**src/rtl/pkt_router.sv**
```systemverilog
module pkt_router #(
  parameter int W       = 8,
  parameter int DEPTH   = 16,
  parameter int TIMEOUT = 30
) (
  input  logic                clk,
  input  logic                rst_n,
  input  logic                in_valid,
  input  logic [W-1:0]        in_data,
  output logic                busy,
  output logic                err,
  input  logic [2:0]          rd_en,
  output logic [2:0]          out_valid,
  output logic [2:0][W-1:0]   out_data
);
  localparam int NP = 3;
  localparam int AW = $clog2(DEPTH);
  localparam int CW = AW + 1;
  localparam int LW = W - 2;
  localparam int TW = $clog2(TIMEOUT + 1);

  typedef enum logic [1:0] {S_HEAD, S_BODY, S_PAR} st_t;

  st_t                  st;
  logic [LW-1:0]        rem;
  logic [W-1:0]         par;
  logic [W-1:0]         hold_q;
  logic                 hold_vld;
  logic [1:0]           dst_q;
  logic                 err_q;
  logic [3:0]           full_x;
  logic [NP-1:0]        wr_en;
  logic [NP-1:0][CW-1:0] cnt_v;
  logic                 accept, drain;

  assign full_x[3] = 1'b0;
  assign drain     = hold_vld && !full_x[dst_q];
  assign busy      = hold_vld && !drain;
  assign accept    = in_valid && !busy;
  assign err       = err_q;

  always_ff @(posedge clk) begin
    if (!rst_n) begin
      st       <= S_HEAD;
      rem      <= '0;
      par      <= '0;
      dst_q    <= '0;
      hold_q   <= '0;
      hold_vld <= 1'b0;
      err_q    <= 1'b0;
    end else begin
      err_q <= 1'b0;
      if (accept) begin
        hold_q   <= in_data;
        hold_vld <= 1'b1;
        case (st)
          S_HEAD: begin
            dst_q <= in_data[1:0];
            rem   <= in_data[W-1:2];
            par   <= in_data;
            st    <= (in_data[W-1:2] == '0) ? S_PAR : S_BODY;
          end
          S_BODY: begin
            par <= par ^ in_data;
            rem <= rem - 1'b1;
            if (rem == LW'(1)) st <= S_PAR;
          end
          default: begin
            err_q <= (in_data != par);
            st    <= S_HEAD;
          end
        endcase
      end else if (drain) begin
        hold_vld <= 1'b0;
      end
    end
  end

  for (genvar i = 0; i < NP; i++) begin : g_q
    logic [W-1:0]  mem [DEPTH];
    logic [AW-1:0] wp, rp;
    logic [CW-1:0] cnt;
    logic [TW-1:0] idle;
    logic          pop, flush;

    assign wr_en[i]     = drain && (dst_q == 2'(i));
    assign pop          = rd_en[i] && (cnt != '0);
    assign flush        = (cnt != '0) && !pop && (idle == TW'(TIMEOUT - 1));
    assign out_valid[i] = (cnt != '0);
    assign out_data[i]  = mem[rp];
    assign full_x[i]    = (cnt == CW'(DEPTH));
    assign cnt_v[i]     = cnt;

    always_ff @(posedge clk) begin
      if (!rst_n || flush) begin
        wp   <= '0;
        rp   <= '0;
        cnt  <= '0;
        idle <= '0;
      end else begin
        wp   <= wp + AW'(wr_en[i]);
        rp   <= rp + AW'(pop);
        cnt  <= cnt + CW'(wr_en[i]) - CW'(pop);
        idle <= ((cnt != '0) && !pop) ? idle + 1'b1 : '0;
      end
    end

    always_ff @(posedge clk) begin
      if (wr_en[i]) mem[wp] <= hold_q;
    end
  end
endmodule

```
**config.mk**
```make
export PLATFORM = sky130hd
export DESIGN_NAME = pkt_router
export DESIGN_NICKNAME = d
export VERILOG_FILES = /design/src/rtl/pkt_router.sv
export SDC_FILE = /design/constraint.sdc
export NUM_CORES = 1
export LEC_CHECK = 0
export BUFFER_PORTS_ARGS = -buffer_cell sky130_fd_sc_hd__buf_4
export CAP_MARGIN = 20
export CORE_ASPECT_RATIO = 1.1
export CORE_MARGIN = 5
export CORE_UTILIZATION = 40
export DETAILED_ROUTE_END_ITERATION = 8
export GPL_ROUTABILITY_DRIVEN = 0
export SLEW_MARGIN = 20
export SYNTH_ARGS = -nofsm -noshare
export SYNTH_HDL_FRONTEND = slang
export SYNTH_SLANG_ARGS = --single-unit
```
**constraint.sdc**
```tcl
create_clock -name clk -period 3.86 [get_ports clk]
set_input_delay 0.772 -clock clk [delete_from_list [all_inputs] [get_ports clk]]
set_output_delay 0.772 -clock clk [all_outputs]
set_load 0.05 [all_outputs]
```
==> impl_results.md <==
- Status: finished clean
- Sequential-to-total area share from yosys stat: 69.5%
- Commonest non-fill, non-tap cells in the layout: edfxtp_1 (384), mux4_2 (120), buf_4 (82)
- Net Count, Synth: between 1k and 1.5k
- Final Max Slew Viols: 0
- TNS Setup: 0 ns
- Pre-Repair DR Iteration Count: 4
- FF+latch count, synth: roughly 470
- R2r startpoint: g_q[2].cnt[3]
- DP Cell Count: 1730
- Starting Density: between 40% and 50%
- Final std cells w/o fill: roughly 1.8k
- Ys Warns: 0
- Achievable frequency: 0.283 GHz
- Slew @ Worst Pin: ~1.1 ns
- Final worst slack: about 0.33 ns
- Vias in the first global route: ~9.7k
- Worst min path class: input port to flop
- Hold depth: 2
- Crit path required time: between 3 and 4 ns
- Top_reg_cell synth: edfxtp_1
- Via count: 9449
- Tot GR Track Use: roughly 15%
- Maximum clock path buffer count: 3
- Area after DPL: about 20000 µm²
- DIE AREA: slightly above 50000 µm²
- Worst Setup SP: g_q[1].rp[0]
- Crit path cell chain: buf_12 -> mux4_2 -> mux4_2 -> buf_4
- Critical path arrival: 2.76 ns
- Fin. Hold Viols: 0
- HPWL after DPL: ~23 mm
- MaxCap Viol Count: 0
- Final nets: 1198
- Yosys cell types: 54
- Pre-CTS setup slack: a little under 0.9 ns
- CTS Root Cell: clkbuf_16
- Via density: approximately 5.2
- Largest net degree at the start of global routing: 51
- Mapped Area: between 15000 and 20000 µm²
- Tmin final: approximately 3.5 ns
- WL final: 37.8 mm
- FF+latch area: roughly 13000 µm²
- PwrDens: around 600 nW/µm²
- Clk sinks: about 470
- Crit Path Category: flop to primary output
- Critical Path End Type: primary output
- 1st-iter DRT viols: about 560
- Wirelength per Cell: between 20 and 25 µm
- Std cell rows: 83
- Post-synth EDFFs: between 300 and 400
- Layout cell share with drive strength beyond 1: between 20% and 30%
- Max incr delay on CP: between 0.6 and 0.7 ns
- Final Power: roughly 13000 µW
- Fill cell count: just under 4k
- Post_cts resized: 0
- ANT cells: 0
- Antenna violations before repair: 0
- Final Skew: ~0.018 ns
- First-pass GRT wire length: 58.6 mm
- Relative slew slack: 27.5%
- R2r setup slk: about 0.9 ns
- Core area: between 40000 and 50000 µm²
- Async S/R FF share, synth: 0%
- IO Count: 43
- Area grow syn2layout: 14.5%
- Worst IR Drop VDD: about 0.44 mV
- Hold_buf cts: 0
- Hold Startpoint: in_valid
- Critical path's most frequent cell: mux4_2
- Die extent in y: roughly 240 µm
- FF-to-FF path depth: 15
- Slowest cell on crit path: dfxtp_2
- # setup viols final: 0
- Hold EP: hold_vld
- RSZ-0062 raised after global routing: no
- Clock insertion delay at the later pin of the skew report: 0.58 ns
- Port bufs: 42
- Residual DRC: 0
- Post-CTS setup buffers: 0
- Number of H-tree levels: 2
- Final worst path period share: around nine tenths
- Multi-input gate area: between 5000 and 6000 µm²
- Synthesized area per cell: ~18 µm²
- Leak pwr: between 0.007 and 0.008 µW
- Final instance area: about 22000 µm²
- CTS tree: done
- Die width: approximately 220 µm
- Clock-pin slew on the worst setup and hold paths: 0.06 ns
- Post-DRT Antenna Nets: 0
- Gr ovfl total: 0
- CTS Buf Count: between 40 and 50
- Startpoint types: flop
- FF-to-FF End: g_q[2].cnt[4]
- Critical path fanouts, max: 22
- Cells after Synth: 1060
- Commonest non-fill, non-tap cell in the layout: edfxtp_1
-- synthesized netlist by cell type, types with 11 or more instances --
master | n | area share [%]
a21oi_1 | 22 | 0.58
and2_1 | 17 | 0.56
buf_4 | 13 | 0.51
clkbuf_1 | 28 | 0.55
dfxtp_1 | 82 | 8.7
edfxtp_1 | 384 | 61
ha_1 | 38 | 2.5
inv_1 | 33 | 0.65
mux2i_1 | 11 | 0.58
mux4_2 | 120 | 14
nand2_1 | 38 | 0.75
nand2b_1 | 17 | 0.56
nand3_1 | 21 | 0.55
nor2_1 | 64 | 1.3
nor3_1 | 15 | 0.40
nor3_2 | 13 | 0.69
o21ai_0 | 17 | 0.45
xnor2_1 | 23 | 1.1
xor2_1 | 15 | 0.69
-- stage by stage --
| step | utilization, % | hold WS, ns |
|---|---|---|
| final | 46.4 | 0.458 |
| after global routing | 46.4 | 0.433 |
| after CTS | 46.4 | 0.423 |
| after detailed placement | 43.1 | 0.456 |
| after global placement | 43.1 | 0.447 |
| after floorplan | - | 0.433 |
-- critical path: cells and delay by family (launching register included) --
family | cells | cell delay (ns)
DFF | 1 | 0.61
muxes | 2 | 1.07
buffers and inverters | 2 | 0.49
-- cell families (layout without fill, tap and decap cells) --
| family | Yosys count | after routing | share of synthesized area (%) |
|---|---|---|---|
| adder cells (fa/ha/maj) | 41 | 41 | 2.82 |
| AND/OR/NAND/NOR | 228 | 228 | 6.63 |
| multiplexers | 132 | 132 | 14.9 |
| AO/OA/AOI/OAI | 71 | 71 | 2.44 |
| XOR/XNOR | 38 | 38 | 1.76 |
| flip-flops | 466 | 466 | 69.5 |
| buffers and inverters | 84 | 207 | 1.99 |
-- cell type report --
type / count / area share [%]
Sequential cell: 466 / 60.7
Clock buffer: 61 / 6.00
Tap cell: 637 / 3.67
Inverter: 33 / 0.570
Multi-Input combinational cell: 510 / 24.9
Clock inverter: 29 / 1.08
Timing Repair Buffer: 84 / 3.02
-- registers in the layout (all words and copies together), names as in the netlist --
signal / cells
err: 1
st: 2
g_q.cnt: 15
g_q.mem: 384
g_q.wp: 12
rem: 6
g_q.rp: 12
hold_q: 8
hold_vld: 1
dst_q: 2
par: 8
g_q.idle: 15
-- where the power goes --
group          switching [µW]  internal (µW)  leakage [µW]
sequential                258           5650       0.00420
combinational            1630           1400       0.00220
clock                    1900           2600      0.000748
total                    3780           9640       0.00715
-- routing by layer --
layer  vias up  wire length (µm)  track usage [%]
met1      4883             16500             19.9
met3        55              1640             2.78
met5         -                 0                0
met2       177             18800             24.5
li1       4334                 -                -
met4         0               830             4.42
-- how the worst max path moves through the flow --
stage,to,cells after the start
floorplan,g_q[0].cnt[4],13
global route,out_data[10],4
CTS,out_data[15],4
finish,out_data[12],4
detailed placement,out_data[12],4
global placement,out_data[12],4
Note: power is estimated with default switching activity, not from simulation.
